File: src/rtl/pt_walker_pkg.sv
package pt_walker_pkg;

    // Entry flag positions
    localparam int unsigned PTE_VALID_BIT = 0;
    localparam int unsigned PTE_WRITE_BIT = 1;

    typedef enum logic [1:0] {
        FLT_NONE    = 2'b00,
        FLT_LEN     = 2'b01,
        FLT_INVALID = 2'b10,
        FLT_PROT    = 2'b11
    } fault_e;

    typedef enum logic [2:0] {
        ST_IDLE,
        ST_OUT_REQ,
        ST_OUT_WAIT,
        ST_IN_REQ,
        ST_IN_WAIT,
        ST_DONE
    } walk_state_e;

endpackage

File: src/rtl/ptw_vaddr_split.sv
module ptw_vaddr_split #(
    parameter int unsigned ADDR_W    = 32,
    parameter int unsigned OUT_IDX_W = 12,
    parameter int unsigned IN_IDX_W  = 10,
    localparam int unsigned OFF_W    = ADDR_W - OUT_IDX_W - IN_IDX_W
) (
    input  logic [ADDR_W-1:0]    vaddr,
    output logic [OUT_IDX_W-1:0] outer_idx,
    output logic [IN_IDX_W-1:0]  inner_idx,
    output logic [OFF_W-1:0]     offset
);
    assign outer_idx = vaddr[ADDR_W-1 -: OUT_IDX_W];
    assign inner_idx = vaddr[OFF_W +: IN_IDX_W];
    assign offset    = vaddr[OFF_W-1:0];
endmodule

File: src/rtl/ptw_entry_addr.sv
module ptw_entry_addr #(
    parameter int unsigned ADDR_W = 32,
    parameter int unsigned IDX_W  = 12
) (
    input  logic [ADDR_W-1:0] table_base,
    input  logic [IDX_W-1:0]  idx,
    output logic [ADDR_W-1:0] entry_addr
);
    localparam int unsigned PAD_W = ADDR_W - IDX_W - 2;

    // Word-sized entries: scale the index by four
    assign entry_addr = table_base + {{PAD_W{1'b0}}, idx, 2'b00};
endmodule

File: src/rtl/ptw_pte_decode.sv
module ptw_pte_decode
    import pt_walker_pkg::*;
#(
    parameter int unsigned ADDR_W = 32,
    parameter int unsigned OFF_W  = 10
) (
    input  logic [ADDR_W-1:0] pte,
    output logic              valid,
    output logic              writable,
    output logic [ADDR_W-1:0] next_base
);
    logic unused_pte_bits;

    assign valid           = pte[PTE_VALID_BIT];
    assign writable        = pte[PTE_WRITE_BIT];
    assign next_base       = {pte[ADDR_W-1:OFF_W], {OFF_W{1'b0}}};
    assign unused_pte_bits = ^pte[OFF_W-1:2];
endmodule

File: src/rtl/pt_walker.sv
module pt_walker
    import pt_walker_pkg::*;
#(
    parameter int unsigned ADDR_W    = 32,
    parameter int unsigned OUT_IDX_W = 12,
    parameter int unsigned IN_IDX_W  = 10,
    localparam int unsigned OFF_W    = ADDR_W - OUT_IDX_W - IN_IDX_W,
    localparam int unsigned LEN_W    = OUT_IDX_W + 1
) (
    input  logic              clk,
    input  logic              rst_n,
    input  logic              tr_valid,
    output logic              tr_ready,
    input  logic [ADDR_W-1:0] tr_vaddr,
    input  logic              tr_write,
    input  logic              base_we,
    input  logic [ADDR_W-1:0] base_wdata,
    input  logic              len_we,
    input  logic [LEN_W-1:0]  len_wdata,
    output logic              mem_req_valid,
    input  logic              mem_req_ready,
    output logic [ADDR_W-1:0] mem_req_addr,
    input  logic              mem_rsp_valid,
    input  logic [ADDR_W-1:0] mem_rsp_data,
    output logic              res_valid,
    output logic [ADDR_W-1:0] res_paddr,
    output logic [1:0]        res_fault
);

    typedef struct packed {
        walk_state_e       state;
        logic [ADDR_W-1:0] base;
        logic [LEN_W-1:0]  len;
        logic [ADDR_W-1:0] vaddr;
        logic              write;
        logic [ADDR_W-1:0] inner_base;
        logic [ADDR_W-1:0] paddr;
        fault_e            fault;
    } walk_regs_t;

    walk_regs_t r_d, r_q;

    logic [OUT_IDX_W-1:0] outer_idx;
    logic [IN_IDX_W-1:0]  inner_idx;
    logic [OFF_W-1:0]     offset;
    logic [ADDR_W-1:0]    outer_addr;
    logic [ADDR_W-1:0]    inner_addr;
    logic                 pte_valid;
    logic                 pte_writable;
    logic [ADDR_W-1:0]    pte_base;
    logic [LEN_W-1:0]     req_outer_ext;

    // Exposed for the bound checker
    logic [LEN_W-1:0]     len_cur;
    logic [ADDR_W-1:0]    vaddr_cur;

    ptw_vaddr_split #(
        .ADDR_W    (ADDR_W),
        .OUT_IDX_W (OUT_IDX_W),
        .IN_IDX_W  (IN_IDX_W)
    ) u_split (
        .vaddr     (r_q.vaddr),
        .outer_idx (outer_idx),
        .inner_idx (inner_idx),
        .offset    (offset)
    );

    ptw_entry_addr #(
        .ADDR_W (ADDR_W),
        .IDX_W  (OUT_IDX_W)
    ) u_outer_addr (
        .table_base (r_q.base),
        .idx        (outer_idx),
        .entry_addr (outer_addr)
    );

    ptw_entry_addr #(
        .ADDR_W (ADDR_W),
        .IDX_W  (IN_IDX_W)
    ) u_inner_addr (
        .table_base (r_q.inner_base),
        .idx        (inner_idx),
        .entry_addr (inner_addr)
    );

    ptw_pte_decode #(
        .ADDR_W (ADDR_W),
        .OFF_W  (OFF_W)
    ) u_pte (
        .pte       (mem_rsp_data),
        .valid     (pte_valid),
        .writable  (pte_writable),
        .next_base (pte_base)
    );

    assign req_outer_ext = {1'b0, tr_vaddr[ADDR_W-1 -: OUT_IDX_W]};

    always_comb begin
        r_d = r_q;

        if (base_we) r_d.base = base_wdata;
        if (len_we)  r_d.len  = len_wdata;

        unique case (r_q.state)
            ST_IDLE: begin
                if (tr_valid) begin
                    r_d.vaddr = tr_vaddr;
                    r_d.write = tr_write;
                    r_d.paddr = '0;
                    if (req_outer_ext >= r_q.len) begin
                        r_d.fault = FLT_LEN;
                        r_d.state = ST_DONE;
                    end else begin
                        r_d.fault = FLT_NONE;
                        r_d.state = ST_OUT_REQ;
                    end
                end
            end
            ST_OUT_REQ: begin
                if (mem_req_ready) r_d.state = ST_OUT_WAIT;
            end
            ST_OUT_WAIT: begin
                if (mem_rsp_valid) begin
                    if (!pte_valid) begin
                        r_d.fault = FLT_INVALID;
                        r_d.state = ST_DONE;
                    end else begin
                        r_d.inner_base = pte_base;
                        r_d.state      = ST_IN_REQ;
                    end
                end
            end
            ST_IN_REQ: begin
                if (mem_req_ready) r_d.state = ST_IN_WAIT;
            end
            ST_IN_WAIT: begin
                if (mem_rsp_valid) begin
                    r_d.state = ST_DONE;
                    if (!pte_valid) begin
                        r_d.fault = FLT_INVALID;
                    end else if (r_q.write && !pte_writable) begin
                        r_d.fault = FLT_PROT;
                    end else begin
                        r_d.fault = FLT_NONE;
                        r_d.paddr = {pte_base[ADDR_W-1:OFF_W], offset};
                    end
                end
            end
            ST_DONE: begin
                r_d.state = ST_IDLE;
            end
            default: begin
                r_d.state = ST_IDLE;
            end
        endcase
    end

    always_ff @(posedge clk) begin
        if (!rst_n) begin
            r_q <= '{
                state:      ST_IDLE,
                base:       '0,
                len:        '0,
                vaddr:      '0,
                write:      1'b0,
                inner_base: '0,
                paddr:      '0,
                fault:      FLT_NONE
            };
        end else begin
            r_q <= r_d;
        end
    end

    assign tr_ready      = (r_q.state == ST_IDLE);
    assign mem_req_valid = (r_q.state == ST_OUT_REQ) || (r_q.state == ST_IN_REQ);
    assign mem_req_addr  = (r_q.state == ST_IN_REQ) ? inner_addr : outer_addr;
    assign res_valid     = (r_q.state == ST_DONE);
    assign res_paddr     = r_q.paddr;
    assign res_fault     = r_q.fault;
    assign len_cur       = r_q.len;
    assign vaddr_cur     = r_q.vaddr;

endmodule

File: config.mk
export PLATFORM = sky130hd
export DESIGN_NAME = pt_walker
export DESIGN_NICKNAME = d
export VERILOG_FILES = /design/src/rtl/pt_walker_pkg.sv /design/src/rtl/ptw_vaddr_split.sv /design/src/rtl/ptw_entry_addr.sv /design/src/rtl/ptw_pte_decode.sv /design/src/rtl/pt_walker.sv
export SDC_FILE = /design/constraint.sdc
export NUM_CORES = 1
export LEC_CHECK = 0
export BUFFER_PORTS_ARGS = -buffer_cell sky130_fd_sc_hd__buf_2
export CAP_MARGIN = 20
export CORE_MARGIN = 2
export CORE_UTILIZATION = 50
export DETAILED_ROUTE_END_ITERATION = 12
export PLACE_DENSITY_LB_ADDON = 0.08
export SLEW_MARGIN = 10
export SYNTH_ARGS = -nofsm -noshare
export SYNTH_HDL_FRONTEND = slang
export SYNTH_SLANG_ARGS = --single-unit
File: constraint.sdc
create_clock -name clk -period 6.55 [get_ports clk]
set_input_delay 0 -clock clk [delete_from_list [all_inputs] [get_ports clk]]
set_output_delay 0 -clock clk [all_outputs]
set_load 0.02 [all_outputs]
; ---- Word level (Yosys, flattened, before mapping)
; Cells that the tools add are included.
[classes]
addsub = 2
magnitude_cmp = 1
n_eq_ne = 13
n_mux = 20
n_reduce_logical = 11
[ops]
columns = op, n
row1 = 32-bit two-way mux, 3
row2 = 34-bit two-way mux, 2
row3 = 32-bit one-hot mux with 2 select lines, 1
row4 = 32-bit by 12-bit adder with 32-bit output, 1
row5 = 32-bit by 14-bit adder with 32-bit output, 1
row6 = 3-bit two-way mux, 7
row7 = "2-bit inequality test, second input constant", 8
row8 = 3-bit one-hot mux with 5 select lines, 1
row9 = 5-bit AND reduction, 3
row10 = 12-bit by 13-bit >= comparator with 1-bit output, 1
row11 = 2-bit two-way mux, 4
row12 = "3-bit by 2-bit equality test with 1-bit output, second input constant", 2
row13 = "3-bit equality test, second input constant", 2
row14 = 2-bit one-hot mux with 3 select lines, 1
row15 = "3-bit by 1-bit equality test with 1-bit output, second input constant", 1
row16 = 3-bit logical NOT, 1
row17 = 3-bit AND reduction, 1
row18 = 3-bit nonzero test, 1
row19 = 2-bit AND reduction, 1
row20 = 2-bit nonzero test, 1
row21 = 1-bit logical AND, 1
row22 = 1-bit logical NOT, 1
row23 = 1-bit logical OR, 1
row24 = 1-bit two-way mux, 1
[totals]
ff_bits = 137
inputBits = 117
output_inout_bits = 69
word_cells = 55

; ---- Longest topological paths before layout
; Gate-level depths: netlist of the first run.
[logic_depth]
word_depth = 6
ltp_mapped = 8
depth_no_buf = 8

; ---- Hierarchy
; A second synthesis of the first run with hierarchy kept.
[unflattened]
hier_cells = 1054
area_unflattened_um2 = 8921.1
[modules_own_cells]
columns = module, n_inst, cells_each, area_each_um2, seq_area_each_um2
row1 = pt_walker, 1, 728, 6581.3, 2942.8
row2 = ptw_entry_addr at u_outer_addr, 1, 138, 960.9, 0.0
row3 = ptw_entry_addr at u_inner_addr, 1, 121, 879.6, 0.0
row4 = ptw_pte_decode, 1, 35, 259.0, 0.0
row5 = ptw_vaddr_split, 1, 32, 240.2, 0.0

; ---- Least setup slack after synthesis of the first run
; OpenSTA, ideal clock, no wires.
[synth_timing]
kind = reg-to-output
from = reg r_q[114] in the netlist's numbering
to = out mem_req_addr[10]
arrival_time_ns = 2.432
required_ns = 6.550
slack_ns = 4.118
stages_incl_launch_ff = 9
path_buffers = 0
cell_sequence = dfxtp_1 > ha_1 > fa_1 > a211o_1 > a211oi_2 > o21ai_0 > a21oi_1 > xor2_1 > o21ai_0
[synth_via]
elab_chain_cells = 2
[synth_lines]
columns = item, line_no
row1 = from (decl), pt_walker.sv:41  ; walk_regs_t r_d, r_q;
row2 = from (signal assigned), pt_walker.sv:160  ; r_q <= '{
row3 = from (signal assigned), pt_walker.sv:171  ; r_q <= r_d;
row4 = 32-bit by 14-bit adder with 32-bit output, ptw_entry_addr.sv:12  ; assign entry_addr = table_base + {{PAD_W{1'b0}}, idx, 2'b00};
row5 = 32-bit two-way mux, pt_walker.sv:177  ; assign mem_req_addr = (r_q.state == ST_IN_REQ) ? inner_addr : outer_addr;
row6 = to (decl), pt_walker.sv:22  ; output logic [ADDR_W-1:0] mem_req_addr,
; No other way between the ends.

; ---- Worst setup path in the final report of the first run
[layout_timing]
from = reg r_q[114] in the netlist's numbering
to = out mem_req_addr[18]
; Same word-level chain as after synthesis.

==> flow_summary.ini, run 1 <==
[run_status]
outcome = completed

[min_path]
hold_depth = 4
hold_class = in -> reg
min_from = mem_rsp_data[0]
min_to = r_q[65]

[grt]
grt_pass1_wl_um = 31800
grt_pass1_vias = 6732
antenna_found_initial = 0
grt_max_degree = 102
overflow = 0
grt_util_all_layers_pct = 26.38

[logic_synthesis]
ys_types = 54
synth_area_um2 = 7214
syn_avg_cell_area_um2 = 7.963
synth_seq_cells = 137
synth_edf_count = 0
ys_seq_area_share_pct = 38.02
yosys_warnings = 0
synth_flop_cell = dfxtp_1
syn-num-nets = 1051
netlist_instances = 906
synth-async-reset-ratio_pct = 0

[critical_path]
worstRegToRegCells = 6
worstReg2RegEnd = r_q[66]
startpoint_type = flop
worstSetupPathType = reg -> out
cpMaxStageDelayCell = fa_1
crit_arrival_ps = 3110
end_kind = output port
path_cells = ha_1 > fa_1 > a211o_1 > a211oi_2 > nor3b_4 > o2111ai_1 > xor2_1 > mux2i_1 > buf_2
cp.required_ps = 6550
r2r_setup_slack_ps = 4220
crit_path_max_fanout = 9
cpPeakStageDelay_ps = 440
r2r-start = r_q[145]

[sta]
maxSlewViolCount = 0
clock.fmax_mhz = 322.0
fin_ws_ps = 3444
grt_setup_unrepaired = no
worstMarginPinSlew_ps = 1101
fin_crit_sh_pct = 47.42
relSlewSlack_pct = 26.60
hold_violations = 0
setup_tns_ps = 0
min_period_ps = 3106
fin_worst_skew_ps = 9.901
setup_viol = 0

[floorplanning]
fp.dieH_um = 124.1
io_pins = 186
dieArea_um2 = 15410
start_util_pct = 51.57
rows = 43
die_w_um = 124.1
core-area_um2 = 13990

[drt]
drt_pass1_iterations = 4
routed_via_density = 5.152
routed_wl_um = 19800
drt_iter0_markers = 374
ant_nets = 0
drc = 0
wl_per_cell_um = 14.80
vias = 6893

[placement]
dpl.cell_count = 1181
gp_congestion = 0.8256
io_buffers = 177
hpwl_um = 12640
placed_area_um2 = 7910
dpl_worst_slack_ps = 3901

[power_and_ir_drop]
p_leak_nw = 4.318
power.density_nw_per_um2 = 235.5
peakVddDrop_uv = 170.2

[clocking]
clkLatencyLatePin_ps = 420
cts-resized-gates = 0
clockRootBuffer = clkbuf_16
cts_buffers = 17
cts.sinks = 137
path_clk_slew_ps = 60
htreeDepth = 4
cts_buffer_depth = 2
tritoncts = yes

[cells_and_area]
final_common_cell = nand2_1
syn2layout_area_growth_pct = 35.40
post-route-util_pct = 69.83
diodes = 0
fin_area_um2 = 9768
fillers = 1147
final_cells = 1338
fin_nets = 1291
final_cell_mix = 183 x nand2_1, 177 x buf_2, 137 x dfxtp_1
drive_above_1_share_pct = 20.21

[run]
drv_cap = 0
==> logic make-up (layout without fill, tap and decap cells) <==
logic type               Yosys count  after routing  share of synthesized area [%]
AO/OA/AOI/OAI                    182            182                          14.98
XOR/XNOR                          45             45                          5.463
adder cells (fa/ha/maj)           28             28                          5.064
buffers and inverters            109            361                          7.700
flip-flops                       137            137                          38.02
multiplexers                      50             50                          6.937
AND/OR/NAND/NOR                  355            355                          21.84
==> sequential cells by signal (all words and copies together) (netlist names) <==
name,cells
r_q,58
len_cur,13
res_fault,2
vaddr_cur,32
res_paddr,32
==> critical path, delay by kind of cell (launching register included) <==
kind,cells,cell delay (ps)
adder cells (fa/ha/maj),2,660
XOR/XNOR,1,250
AO/OA/AOI/OAI,3,990
multiplexers,1,110
AND/OR/NAND/NOR,1,150
flip-flops,1,310
buffers and inverters,1,190
==> per-layer routing <==
| metal | vias up | global-route usage, % | wire [um] |
|---|---|---|---|
| li1 | 3521 | - | - |
| met1 | 3119 | 34.40 | 9008 |
| met2 | 205 | 41.84 | 9095 |
| met3 | 48 | 6.868 | 1153 |
| met4 | 0 | 10.04 | 541 |
| met5 | - | 0 | 0 |
==> how the worst max path moves through the flow <==
stage	endpoint	cells past startpoint	startpoint
2_1_floorplan	mem_req_addr[10]	8	r_q[114]
3_3_place_gp	mem_req_addr[18]	9	r_q[114]
3_5_place_dp	mem_req_addr[18]	9	r_q[114]
4_1_cts	mem_req_addr[18]	9	r_q[114]
5_1_grt	mem_req_addr[18]	9	vaddr_cur[20]
6_report	mem_req_addr[18]	9	r_q[114]
==> synthesized netlist by cell type (all sizes together), types with 3 or more instances <==
cell / n / area share [%]
a211o: 3 / 0.36
a211oi: 8 / 1.1
a21o: 6 / 0.62
a21oi: 121 / 8.6
a31oi: 3 / 0.26
and2: 10 / 0.90
and3: 7 / 0.62
and4: 3 / 0.36
buf: 52 / 4.7
clkbuf: 36 / 1.9
dfxtp: 137 / 38
ha: 26 / 4.5
inv: 21 / 1.1
mux2i: 50 / 6.9
nand2: 183 / 9.5
nand2b: 4 / 0.35
nand3: 44 / 3.2
nand4: 9 / 0.78
nor2: 76 / 4.0
nor2b: 3 / 0.26
nor3: 6 / 0.49
nor3b: 3 / 0.47
o211ai: 7 / 0.92
o21a: 3 / 0.31
o21ai: 20 / 1.4
or3: 4 / 0.35
xnor2: 21 / 2.5
xor2: 24 / 2.9
==> through the flow <==
stage | hold slack, ps | power [W]
2_1_floorplan | 136.0 | 0.001188
3_3_place_gp | 236.8 | 0.001305
3_5_place_dp | 242.0 | 0.001309
4_1_cts | 43.82 | 0.002303
5_1_grt | 60.69 | 0.002406
6_report | 41.08 | 0.002300
==> cell type report <==
class	count	area [um2]	share of cell area [%]
Timing Repair Buffer	309	2211	22.63
Clock buffer	20	456.7	4.675
Inverter	21	81.33	0.8326
Tap cell	180	225.2	2.306
Multi-Input combinational cell	660	3930	40.23
Clock inverter	11	121.4	1.242
Sequential cell	137	2743	28.08
==> what timing repair did <==
| item | 4_1_cts | 5_1_grt |
|---|---|---|
| buffers inserted | 0 | 0 |
| endpoints found under the hold margin | 130 | 0 |
| hold buffers | 124 | 0 |
==> where the power goes <==
part	internal (W)	switching, W	total, W
clock	0.000577	0.000355	0.000932
combinational	0.000196	0.000254	0.000450
sequential	0.000880	0.0000383	0.000918
total	0.00165	0.000648	0.00230
(Power assumes the default switching activity.)
==> run 2, diff against run 1 <==
- ABC_AREA: default -> 1
- CORE_UTILIZATION: 50 -> 49
- clock period: 6.55 -> 2.55 ns (I/O delays scaled with it)
==> run 2 against run 1 <==
- setup slack worse by 3300 ps
- largest cell class unchanged
- largest power group is now combinational logic
- highest routed layer unchanged
- sequential cell count stayed put
- critical path depth stayed put
==> flow_summary.ini, run 2 <==
[run_status]
outcome = completed

[logic_synthesis]
synth_edf_count = 0
synth.most_common_cell = nand2_1
ys_types = 29
synth-async-reset-ratio_pct = 0
synth_seq_cells = 137
ys_seq_area_share_pct = 34.68
synth_common_cells = 264 x nand2_1, 164 x inv_1, 140 x a21oi_1
netlist_instances = 1202
synth_area_um2 = 7909
yosys_warnings = 0
synth_top_area_share_pct = 34.68
synth_flop_cell = dfxtp_1
syn-num-nets = 1347
synth_top_area_cell = dfxtp_1
synthTopCellsByArea = dfxtp_1 35%, nand2_1 13%, a21oi_1 8.9%
syn_avg_cell_area_um2 = 6.580

[floorplanning]
dieArea_um2 = 17170
io_pins = 186
start_util_pct = 49.97
rows = 46
fp.dieH_um = 131.0
die_w_um = 131.0
core-area_um2 = 15830

[sta]
fin_worst_skew_ps = 8.659
grt_setup_unrepaired = yes
fin_ws_ps = 97.71
fin_crit_sh_pct = 96.17
setup_tns_ps = 0
worstMarginPinSlew_ps = 654.4
min_period_ps = 2452
maxSlewViolCount = 0
setup_viol = 0
relSlewSlack_pct = 56.32
hold_violations = 0
clock.fmax_mhz = 407.8

[clocking]
cts.sinks = 137
clockRootBuffer = clkbuf_16
cts_buffers = 17
htreeDepth = 4
clkLatencyLatePin_ps = 420
path_clk_slew_ps = 60
tritoncts = yes
cts_buffer_depth = 2

[placement]
io_buffers = 177
dpl.cell_count = 1522
hpwl_um = 16070
gp_congestion = 0.9013
dpl_worst_slack_ps = 337.8

[critical_path]
path_depth = 9
path_cells = ha_1 > a21oi_1 > nand2_1 > nand2_1 > nand3_1 > or2_2 > nand3_1 > o21ai_0 > buf_2
crit_arrival_ps = 2450
worstRegToRegCells = 8
cpMaxStageDelayCell = ha_1
crit_path_max_fanout = 4
cp_top_family = simple AND/OR/NAND/NOR gates
worstSetupPathType = reg -> out
startpoint_type = flop
cpPeakStageDelay_ps = 360
cp_num_buf_inv = 1
end_kind = output port
cp.required_ps = 2550

[cells_and_area]
max_flop_register = r_q
final_common_cell = nand2_1
largest_reg_flops = 58
final_cell_mix = 260 x nand2_1, 174 x buf_2, 164 x inv_1
fin_nets = 1581
diodes = 0
drive_above_1_share_pct = 19.46
post-route-util_pct = 66.50
syn2layout_area_growth_pct = 33.08
final_cells = 1665

[grt]
antenna_found_initial = 0
grt_pass1_wl_um = 36850
grt_util_all_layers_pct = 27.22
grt_pass1_vias = 7745
overflow = 0
grt_max_degree = 69

[run]
drv_cap = 0

[drt]
routed_via_density = 5.018
drt_pass1_iterations = 6
drc = 0
wl_per_cell_um = 13.99
routed_wl_um = 23300
ant_nets = 0
drt_iter0_markers = 465
vias = 8355

[power_and_ir_drop]
p_leak_nw = 4.997
peakVddDrop_uv = 687.6
power.density_nw_per_um2 = 899.5

[min_path]
hold_depth = 3
hold_class = in -> reg
run 2: area by class of cell:
class	instances	area [um2]
multi-input combinational	811	4149
clock buffer	19	442.9
clock inverter	13	192.7
tap	216	270.3
fill	1449	5303
sequential	137	2743
inverter	168	630.6
timing repair buffer	301	2097
run 2: path summary, 6_finish.rpt:
path	from	to	slack, ps
setup / recovery	r_q[120]	mem_req_addr[13]	100
hold / removal	base_we	r_q[130]	90
setup reg to reg	r_q[146]	r_q[46]	360
hold reg to reg	vaddr_cur[15]	vaddr_cur[15]	460
run 2: stage by stage:
step	power, W	area, um2	hold slack [ps]
after floorplan	0.005990	7909	134.9
after global placement	0.006598	8678	224.9
after detailed placement	0.006636	8678	229.7
after CTS	0.009469	10420	70.43
after global routing	0.01019	10530	106.5
final	0.009467	10530	90.71
run 2: worst min-delay path, stage by stage:
cell	delay [ps]
buf_2	220
o21ai_0	190
nor2_1	50
run 2: cells by family (layout without fill, tap and decap cells):
family,Yosys count,after routing,share of synthesized area [%]
and+or+nand+nor,524,524,29.39
DFF,137,137,34.68
adders and majority gates,28,28,4.620
xor gates and xnor gates,15,15,1.661
AOI/OAI and AO/OA,244,244,15.55
buffers and inverters,254,501,14.10
run 2: repair_timing:
item / in CTS / in global routing
buffers inserted: 0 / 2
pin swaps: 0 / 1
setup endpoints to repair: 4 / 18
resized for setup: 4 / 25
hold buffers: 109 / 0
hold endpoints to repair: 126 / 0
run 2: report_power, final:
group / total (W) / switching (W) / internal, W / leakage (nW)
sequential: 0.00278 / 0.000241 / 0.00254 / 1.13
combinational: 0.00402 / 0.00263 / 0.00139 / 3.57
clock: 0.00266 / 0.000984 / 0.00167 / 0.298
run 2: per-layer routing:
metal  part of all wire (%)  vias to the layer above  global-route usage (%)
met3                    5.8                       35                   5.334
met5                      0                        -                       0
li1                       -                     4311                       -
met4                    1.6                        0                   8.573
met2                     48                      259                   45.35
met1                     45                     3750                   35.61
==> run 3, diff against run 2 <==
- CELL_PAD_IN_SITES_DETAIL_PLACEMENT: default -> 0
- CELL_PAD_IN_SITES_GLOBAL_PLACEMENT: default -> 1
- CORE_UTILIZATION: 49 -> 34
==> run 3 against run 2 <==
- power fell by 0.90%
- count of clock-buffer cells in the layout is 1 lower
- combinational power increased by 2%
- setup slack gained 2.2 ps
- routed wire length grew 7.6%
- largest power group unchanged
- highest routed layer unchanged
==> flow_summary.ini, run 3 (same netlist as run 2, synthesis figures left out) <==
[grt]
grt_pass1_vias = 7855
antenna_found_initial = 0
overflow = 0
grt_pass1_wl_um = 40050
grt_util_all_layers_pct = 20.88
grt_max_degree = 70

[drt]
ant_nets = 0
routed_wl_um = 25060
drt_iter0_markers = 446
wl_per_cell_um = 14.45
drt_pass1_iterations = 4
drc = 0
routed_via_density = 4.682
vias = 8119

[cells_and_area]
diodes = 0
fin_nets = 1581
final_cell_mix = 255 x nand2_1, 174 x buf_2, 164 x inv_1
final_common_cell = nand2_1
syn2layout_area_growth_pct = 34.62
max_flop_register = r_q
post-route-util_pct = 46.88
fin_area_um2 = 10650
largest_reg_flops = 58
drive_above_1_share_pct = 20.63

[floorplanning]
start_util_pct = 34.83
fp.dieH_um = 156.5
io_pins = 186
die_w_um = 156.5
dieArea_um2 = 24500
core-area_um2 = 22710
rows = 55

[clocking]
path_clk_slew_ps = 70
clockRootBuffer = clkbuf_16
clkLatencyLatePin_ps = 430
cts.sinks = 137
htreeDepth = 4
cts_buffer_depth = 2
tritoncts = yes
cts_buffers = 17

[power_and_ir_drop]
p_leak_nw = 5.004
peakVddDrop_uv = 643.7
p_total_w = 0.009382
power.density_nw_per_um2 = 881.2

[sta]
fin_worst_skew_ps = 12.87
hold_violations = 0
min_period_ps = 2450
relSlewSlack_pct = 56.90
worstMarginPinSlew_ps = 646.5
clock.fmax_mhz = 408.1
setup_tns_ps = 0
setup_viol = 0
whs_ps = 45.76
maxSlewViolCount = 0
fin_crit_sh_pct = 96.08

[critical_path]
end_kind = output port
endpoint = mem_req_addr[10]
crit_arrival_ps = 2450
crit_path_max_fanout = 4
r2r_setup_slack_ps = 580
worstReg2RegEnd = res_paddr[9]
startpoint_type = flop
startpoint = r_q[114]
worstSetupPathType = reg -> out
worstRegToRegCells = 10
r2r-start = r_q[146]
cp.required_ps = 2550

[run_status]
outcome = completed

[placement]
placed_area_um2 = 8762
hpwl_um = 18180
io_buffers = 177
gp_congestion = 0.8140

[run]
drv_cap = 0

[min_path]
hold_class = in -> reg
## run 3: final cells by class
cell class / instances / area (um2)
clock buffers: 18 / 429.2
clock inverters: 14 / 156.4
fillers: 2458 / 12060
inverters: 168 / 630.6
multi-input cells: 811 / 4218
flip-flops and latches: 137 / 2743
well taps: 285 / 356.6
repair buffers: 301 / 2113
## run 3: worst min-delay path by stage
stage              startpoint  depth (start not counted)             to
2_1_floorplan  base_wdata[31]                          2       r_q[143]
3_3_place_gp    base_wdata[6]                          3       r_q[118]
3_5_place_dp   base_wdata[15]                          3       r_q[127]
4_1_cts                 rst_n                          3  res_paddr[28]
5_1_grt                 rst_n                          3  res_paddr[28]
6_report                rst_n                          3  res_paddr[29]
## run 3: critical path, cell delays in order, from the launching register on
cell	delay [ps]
dfxtp_1	310
ha_2	200
fa_2	420
nand3_2	100
nand3_2	110
nand2_2	120
nand3_4	90
buf_4	150
xnor2_1	130
o21ai_0	190
buf_4	190
## run 3: layer usage
metal / GRT usage [%] / vias up / part of all wire [%]
met2: 34.59 / 170 / 46
met1: 27.60 / 3622 / 48
met3: 4.348 / 18 / 5.1
met4: 5.548 / 0 / 1.1
met5: 0 / - / 0
li1: - / 4309 / -
## run 3: power breakdown
| part | total [W] | internal (W) | switching (W) |
|---|---|---|---|
| Clock | 0.00248 | 0.00139 | 0.00109 |
| Sequential | 0.00278 | 0.00254 | 0.000239 |
| Combinational | 0.00412 | 0.00143 | 0.00269 |
| Total | 0.00938 | 0.00536 | 0.00402 |
## run 3: what timing repair did
action                                 4_1_cts  5_1_grt
endpoints found under the hold margin      126        0
setup buffers                                0        4
setup endpoints to repair                    5       22
hold buffers                               109        0
pin swaps                                    0        4
gates resized for setup                      8       48
## run 3: per-stage QoR
step                      cells  setup slack (ps)
final                      1734             99.86
after global routing       1734            -21.23
after CTS                  1730            -4.645
after detailed placement   1589             203.5
after global placement     1589             291.9
after floorplan            1202             438.0
